`src/rtl/pll_prog_pkg.sv`:
```
package pll_prog_pkg;
  localparam int LW = 24;   // latch word width
  localparam int BW = 13;   // main counter width
  localparam int AW = 5;    // swallow counter width
  localparam int RW = 14;   // reference divider width

  typedef enum logic [1:0] {
    ADDR_REF  = 2'd0,
    ADDR_NDIV = 2'd1,
    ADDR_FUNC = 2'd2,
    ADDR_INIT = 2'd3
  } latch_addr_t;

  typedef struct packed {
    logic [1:0]    presc_sel;
    logic          cp_gain;
    logic [RW-1:0] ref_div;
    logic          lock_prec;
    logic [1:0]    test_sel;
    logic [1:0]    backlash;
    logic [2:0]    cp_cur2;
    logic [2:0]    cp_cur1;
    logic [3:0]    pfd_tmo;
    logic [1:0]    fastlk;
    logic          cp_hiz;
    logic          pd_pol;
    logic [2:0]    mux_sel;
    logic          pwr_dn;
    logic          cnt_rst;
  } pll_cfg_t;
endpackage

```
`src/rtl/pll_word_pack.sv`:
```
module pll_word_pack
  import pll_prog_pkg::*;
#(
  parameter int NW = 18
) (
  input  logic [NW-1:0] ndiv,
  input  pll_cfg_t      cfg,
  output logic [LW-1:0] w_ref,
  output logic [LW-1:0] w_func,
  output logic [LW-1:0] w_init,
  output logic [LW-1:0] w_ndiv,
  output logic          ok
);
  logic [NW-1:0] b_full;
  logic [AW-1:0] a_val;

  always_comb begin
    unique case (cfg.presc_sel)
      2'd0: begin
        b_full = ndiv >> 3;
        a_val  = {2'b00, ndiv[2:0]};
      end
      2'd1: begin
        b_full = ndiv >> 4;
        a_val  = {1'b0, ndiv[3:0]};
      end
      default: begin
        b_full = ndiv >> 5;
        a_val  = ndiv[4:0];
      end
    endcase
  end

  assign ok = ((b_full >> BW) == '0) && (b_full >= NW'(a_val));

  assign w_ref  = {3'b000, cfg.lock_prec, cfg.test_sel, cfg.backlash,
                   cfg.ref_div, ADDR_REF};
  assign w_ndiv = {2'b00, cfg.cp_gain, b_full[BW-1:0], 1'b0, a_val, ADDR_NDIV};
  assign w_func = {cfg.presc_sel, 1'b0, cfg.cp_cur2, cfg.cp_cur1, cfg.pfd_tmo,
                   cfg.fastlk, cfg.cp_hiz, cfg.pd_pol, cfg.mux_sel,
                   cfg.pwr_dn, cfg.cnt_rst, ADDR_FUNC};
  assign w_init = {w_func[LW-1:2], ADDR_INIT};
endmodule

```
`src/rtl/pll_spi_tx.sv`:
```
module pll_spi_tx #(
  parameter int LW   = 24,
  parameter int HALF = 4
) (
  input  logic          clk,
  input  logic          rst,
  input  logic          load,
  input  logic [LW-1:0] word,
  output logic          sclk,
  output logic          sdat,
  output logic          le_n,
  output logic          fin
);
  localparam int CW = $clog2(2 * HALF + 1);
  localparam int IW = $clog2(LW);

  typedef enum logic [1:0] {T_IDLE, T_LO, T_HI, T_GAP} tx_st_t;

  tx_st_t        st;
  logic [CW-1:0] cnt;
  logic [IW-1:0] bitc;
  logic [LW-1:0] sh;

  always_ff @(posedge clk) begin
    if (rst) begin
      st   <= T_IDLE;
      cnt  <= '0;
      bitc <= '0;
      sh   <= '0;
      sclk <= 1'b0;
      sdat <= 1'b0;
      le_n <= 1'b1;
      fin  <= 1'b0;
    end else begin
      fin <= 1'b0;
      unique case (st)
        T_IDLE: if (load) begin
          sh   <= word;
          sdat <= word[LW-1];
          le_n <= 1'b0;
          bitc <= IW'(LW - 1);
          cnt  <= '0;
          st   <= T_LO;
        end
        T_LO: begin
          if (cnt == CW'(HALF - 1)) begin
            cnt  <= '0;
            sclk <= 1'b1;
            st   <= T_HI;
          end else begin
            cnt <= cnt + 1'b1;
          end
        end
        T_HI: begin
          if (cnt == CW'(HALF - 1)) begin
            cnt  <= '0;
            sclk <= 1'b0;
            if (bitc == '0) begin
              le_n <= 1'b1;
              st   <= T_GAP;
            end else begin
              bitc <= bitc - 1'b1;
              sh   <= sh << 1;
              sdat <= sh[LW-2];
              st   <= T_LO;
            end
          end else begin
            cnt <= cnt + 1'b1;
          end
        end
        default: begin
          if (cnt == CW'(2 * HALF - 1)) begin
            cnt <= '0;
            fin <= 1'b1;
            st  <= T_IDLE;
          end else begin
            cnt <= cnt + 1'b1;
          end
        end
      endcase
    end
  end


  le_clk_idle_chk: assert property (@(posedge clk) disable iff (rst)
    le_n |-> !sclk);


  dat_hold_chk: assert property (@(posedge clk) disable iff (rst)
    sclk |-> $stable(sdat));
endmodule

```
`src/rtl/pll_lock_mon.sv`:
```
module pll_lock_mon (
  input  logic clk,
  input  logic rst,
  input  logic lock_in,
  output logic lock_ok
);
  logic s1, s2;

  always_ff @(posedge clk) begin
    if (rst) begin
      s1      <= 1'b0;
      s2      <= 1'b0;
      lock_ok <= 1'b0;
    end else begin
      s1      <= lock_in;
      s2      <= s1;
      lock_ok <= s1 | s2;
    end
  end


  lock_follow_chk: assert property (@(posedge clk) disable iff (rst)
    s1 |=> lock_ok);
endmodule

```
`src/rtl/pll_prog_seq.sv`:
```
module pll_prog_seq
  import pll_prog_pkg::*;
#(
  parameter int NW       = 18,
  parameter int HALF     = 4,
  parameter int WAIT_CYC = 500000
) (
  input  logic          clk,
  input  logic          rst,
  input  logic          start,
  input  logic [NW-1:0] ndiv,
  input  logic [1:0]    presc_sel,
  input  logic          cp_gain,
  input  logic [13:0]   ref_div,
  input  logic          lock_prec,
  input  logic [1:0]    test_sel,
  input  logic [1:0]    backlash,
  input  logic [2:0]    cp_cur2,
  input  logic [2:0]    cp_cur1,
  input  logic [3:0]    pfd_tmo,
  input  logic [1:0]    fastlk,
  input  logic          cp_hiz,
  input  logic          pd_pol,
  input  logic [2:0]    mux_sel,
  input  logic          pwr_dn,
  input  logic          cnt_rst,
  input  logic          lock_in,
  output logic          spi_clk,
  output logic          spi_dat,
  output logic          spi_le_n,
  output logic          busy,
  output logic          done,
  output logic          err,
  output logic          lock_ok
);
  localparam int NWORDS = 4;
  localparam int WCW    = $clog2(WAIT_CYC + 1);

  typedef enum logic [1:0] {Q_IDLE, Q_XFER, Q_HOLD} seq_st_t;

  pll_cfg_t      cfg;
  logic [LW-1:0] p_ref, p_func, p_init, p_ndiv;
  logic          p_ok;
  logic [LW-1:0] words_q [NWORDS];
  logic [1:0]    idx;
  logic          load_r, tx_fin, first;
  logic [WCW-1:0] wcnt;
  seq_st_t       st;

  assign cfg = '{presc_sel: presc_sel, cp_gain: cp_gain, ref_div: ref_div,
                 lock_prec: lock_prec, test_sel: test_sel, backlash: backlash,
                 cp_cur2: cp_cur2, cp_cur1: cp_cur1, pfd_tmo: pfd_tmo,
                 fastlk: fastlk, cp_hiz: cp_hiz, pd_pol: pd_pol,
                 mux_sel: mux_sel, pwr_dn: pwr_dn, cnt_rst: cnt_rst};

  pll_word_pack #(.NW(NW)) u_pack (
    .ndiv(ndiv), .cfg(cfg), .w_ref(p_ref), .w_func(p_func),
    .w_init(p_init), .w_ndiv(p_ndiv), .ok(p_ok)
  );

  pll_spi_tx #(.LW(LW), .HALF(HALF)) u_tx (
    .clk(clk), .rst(rst), .load(load_r), .word(words_q[idx]),
    .sclk(spi_clk), .sdat(spi_dat), .le_n(spi_le_n), .fin(tx_fin)
  );

  pll_lock_mon u_lock (
    .clk(clk), .rst(rst), .lock_in(lock_in), .lock_ok(lock_ok)
  );

  always_ff @(posedge clk) begin
    if (rst) begin
      st     <= Q_IDLE;
      busy   <= 1'b0;
      done   <= 1'b0;
      err    <= 1'b0;
      first  <= 1'b1;
      idx    <= '0;
      load_r <= 1'b0;
      wcnt   <= '0;
      for (int i = 0; i < NWORDS; i++) words_q[i] <= '0;
    end else begin
      done   <= 1'b0;
      load_r <= 1'b0;
      unique case (st)
        Q_IDLE: if (start) begin
          if (p_ok) begin
            words_q[0] <= p_ref;
            words_q[1] <= p_func;
            words_q[2] <= p_init;
            words_q[3] <= p_ndiv;
            busy   <= 1'b1;
            err    <= 1'b0;
            idx    <= 2'd0;
            load_r <= 1'b1;
            st     <= Q_XFER;
          end else begin
            err <= 1'b1;
          end
        end
        Q_XFER: if (tx_fin) begin
          if (idx == 2'd2 && first) begin
            wcnt <= '0;
            st   <= Q_HOLD;
          end else if (idx == 2'd3) begin
            busy <= 1'b0;
            done <= 1'b1;
            st   <= Q_IDLE;
          end else begin
            idx    <= idx + 1'b1;
            load_r <= 1'b1;
          end
        end
        default: begin
          if (wcnt == WCW'(WAIT_CYC - 1)) begin
            first  <= 1'b0;
            idx    <= 2'd3;
            load_r <= 1'b1;
            st     <= Q_XFER;
          end else begin
            wcnt <= wcnt + 1'b1;
          end
        end
      endcase
    end
  end


  done_pulse_chk: assert property (@(posedge clk) disable iff (rst)
    done |=> !done);


  err_idle_chk: assert property (@(posedge clk) disable iff (rst)
    err |-> !busy);


  idle_quiet_chk: assert property (@(posedge clk) disable iff (rst)
    !busy |-> spi_le_n);


  done_end_chk: assert property (@(posedge clk) disable iff (rst)
    done |-> !busy && $past(busy));
endmodule

```
`config.mk`:
```
export PLATFORM = sky130hd
export DESIGN_NAME = pll_prog_seq
export DESIGN_NICKNAME = d
export VERILOG_FILES = /design/src/rtl/pll_prog_pkg.sv /design/src/rtl/pll_word_pack.sv /design/src/rtl/pll_spi_tx.sv /design/src/rtl/pll_lock_mon.sv /design/src/rtl/pll_prog_seq.sv
export SDC_FILE = /design/constraint.sdc
export NUM_CORES = 1
export LEC_CHECK = 0
export ABC_AREA = 1
export BUFFER_PORTS_ARGS = -buffer_cell sky130_fd_sc_hd__buf_2
export CORE_MARGIN = 2
export CORE_UTILIZATION = 30
export DETAILED_ROUTE_END_ITERATION = 10
export PLACE_DENSITY_LB_ADDON = 0.15
export SLEW_MARGIN = 20
export SYNTH_ARGS = -nofsm -noshare
export SYNTH_HDL_FRONTEND = slang
export SYNTH_HIERARCHICAL = 1
export SYNTH_SLANG_ARGS = --single-unit
```
`constraint.sdc`:
```
create_clock -name clk -period 4.2 [get_ports clk]
set_input_delay 0.63 -clock clk [delete_from_list [all_inputs] [get_ports clk]]
set_output_delay 0.63 -clock clk [all_outputs]
set_load 0.1 [all_outputs]
```
==> summary.md <==
| Metric | Value |
|---|---|
| Final Hold Fails | 0 |
| Crit start category | primary input |
| Post-synth top area share | 31.2% |
| CTS tree | yes |
| Placed cells | between 1.5k and 2k |
| Mapped Area | ~0.0092 mm2 |
| Fin cells | 1,601 |
| Measured slew at the worst slew-check pin | 884 ps |
| CP required | 4340 ps |
| Mapped Avg Cell Area | 7.71 um2 |
| Initial antenna violation count | 0 |
| Switching power | 1.82 mW |
| Final Cycle Share | 79.2% |
| Ratio of cells with drive above 1 in the final layout | 14.1% |
| CTS clock-pin slew for the worst setup and hold paths | 70 ps |
| Die area | 0.0322 mm2 |
| Nets | 1,269 |
| Pwr Total | between 5 and 6 mW |
| Final Cell Area | 0.0101 mm2 |
| Final setup vio count | 0 |
| Setup bufs post-CTS | 0 |
| Crit path max fanout | 24 |
| Post-Synthesis Cells | roughly 1.2k |
| Pins Over Slew Limit | 0 |
| Hold_buf cts | 0 |
| CTS sink count | 167 |
| Fmax | between 300 and 400 MHz |
| Drc violations | 0 |
| CTS buffer count | 17 |
| Layout Utilization | 33.1% |
| Drt pass-1 iters | 5 |
| First-pass GRT wire length | 34,300 um |
| Later-pin clock latency in the skew report | between 400 and 500 ps |
| Slew headroom | between 40% and 50% |
| Clock share of power | 30.6% |
| Synth Flop Type | edfxtp_1 |
| Area contributors post-synth | edfxtp_1, dfxtp_1, nor2_1 |
| DP Area | 0.00948 mm2 |
| Internal | 3.33 mW |
| Worst Hold Class | in -> reg |
| Core area | 0.0304 mm2 |
| Flops & latches, synth | 167 |
| H-tree levels | 4 |
| Share of power burned in registers | 40.5% |
| Syn. warnings | 6 |
| Routed wire length | roughly 21,000 um |
| Max-cap violations | 0 |
| Row count | 64 |
| Port Buffers | 69 |
| Synth area leader | edfxtp_1 |
| Synth cell types | 37 |
| Setup Crit Path Kind | in -> reg |
| Worst Setup End Kind | flop |
| Max Root-Sink Buffers | 2 |
| I/O Pins | 70 |
| Worst clock skew | 8.45 ps |
| Grt ovf | 0 |
| Logic pwr share | 28.9% |
| Largest net degree at the start of global routing | 49 |
| CP arrival | ~3500 ps |
| # diodes | 0 |
| Gates resized, CTS repair | 0 |
| VDD IR max | 0.308 mV |
| Initial Util | between 30% and 40% |
| Root Driver | clkbuf_16 |
| Switching part of the total | 35.3% |
| Vias/cell | 4.38 |
| Pleak | 4.52 nW |
| Seq/Total Area, Yosys | 46.6% |
| Pwr per Cell Area | 511 mW/mm2 |
| RePlAce Congestion | 0.784 |
| Top-count cell post-synth | nor2_1 |
| Die span in y | 179 um |
| GRT Total Usage | 13.7% |
| WL per Instance | around 13 um |
| Run status | finished, final reports clean |
| Post-synth top cells | nor2_1, nand2_1, inv_1 |
| Final HPWL DP | 14,400 um |
| DRT iter0 DRCs | 380 |
| Post-DRT Antenna Nets | 0 |
| P&R area growth vs syn | 9.15% |
| Horiz. Die Dim | 179 um |
| Vias in the first global route | around 6.6k |
| Setup_tns | 0 ps |
| Tmin final | 3320 ps |
| Post-synth EDFFs | 96 |
| RSZ-0062 raised after global routing | false |
| Via Count | 7,011 |
| Synth async-reset ratio | 0% |
-- state kept, by name, indices dropped and copies added, names as in the netlist, 2 cells and up, named ones only --
signal	count
idx	2
st	2
u_tx/bitc	5
u_tx/cnt	4
u_tx/sh	23
u_tx/st	2
wcnt	19
words_q	96
-- path summary, 6_finish.rpt --
check / from / endpoint / cells after the start / slack (ps)
max: presc_sel[1] / words_q[3][19]$_SDFFCE_PN0P_ / 17 / 880
min: lock_in / u_lock/s1$_SDFF_PP0_ / 3 / 400
max reg2reg: flop / u_tx/sh[2]$_SDFFE_PP0P_ / 8 / 1920
min reg2reg: u_lock/s2$_SDFF_PP0_ / u_lock/lock_ok$_SDFF_PP0_ / 2 / 430
-- cell families after synthesis --
logic type,Yosys count,synth area share (%)
buffers and inverters,292,16.1
flip-flops,167,46.6
AND/OR/NAND/NOR,557,25.1
other,2,0.0814
XOR/XNOR,6,0.569
AO/OA/AOI/OAI,159,9.65
adder cells (fa/ha/maj),14,1.90
-- per-layer routing --
layer | vias up | routed length [um] | track usage [%]
met4 | 0 | 244 | 4.03
li1 | 3662 | - | -
met5 | - | 0 | 0
met2 | 104 | 10000 | 23.2
met1 | 3229 | 10100 | 17.9
met3 | 16 | 633 | 2.51
-- cell type report --
class | count | area [um2]
Timing Repair Buffer | 88 | 563
Tap cell | 396 | 495
Fill cell | 3315 | 20400
Sequential cell | 167 | 4300
Clock inverter | 13 | 145
Clock buffer | 19 | 443
Inverter | 166 | 623
Multi-Input combinational cell | 752 | 3500
-- power by group through the flow --
stage,Clock [mW],Combinational [mW],Sequential (mW)
CTS,1.64,1.51,2.09
floorplan,0,1.16,2.18
detailed placement,0,1.51,2.12
global route,1.69,1.70,2.11
finish,1.58,1.49,2.09
global placement,0,1.51,2.12
-- per-stage QoR --
| stage | hold WS (ps) | setup WS [ps] |
|---|---|---|
| after floorplan | 403 | 606 |
| after global placement | 413 | 461 |
| after detailed placement | 412 | 424 |
| after CTS | 378 | 883 |
| after global routing | 399 | 529 |
| final | 403 | 875 |
-- placed cells by master, fill, tap and decap left out, types with 23 or more instances in the layout --
cell type	count
nor2_1	275
buf_2	69
o22ai_1	26
nand2_1	207
edfxtp_1	96
nand3_1	34
dfxtp_1	71
inv_1	157
o21ai_0	67
a21oi_1	27
o21ai_1	23
-- critical path, cell delays in order --
cell and delay, ps:
buf_2 210, nor2_2 490, inv_2 90, o22ai_1 120, a21oi_1 80, ha_1 310
nand2_1 60, nor2_1 80, nor2_1 50, nand2_1 50, nand2_1 50, nand2_1 70
nor2_2 40, a21oi_2 170, nand3_1 260, nand2_4 430, buf_4 260
No activity file was read; power rests on OpenSTA's default activity.
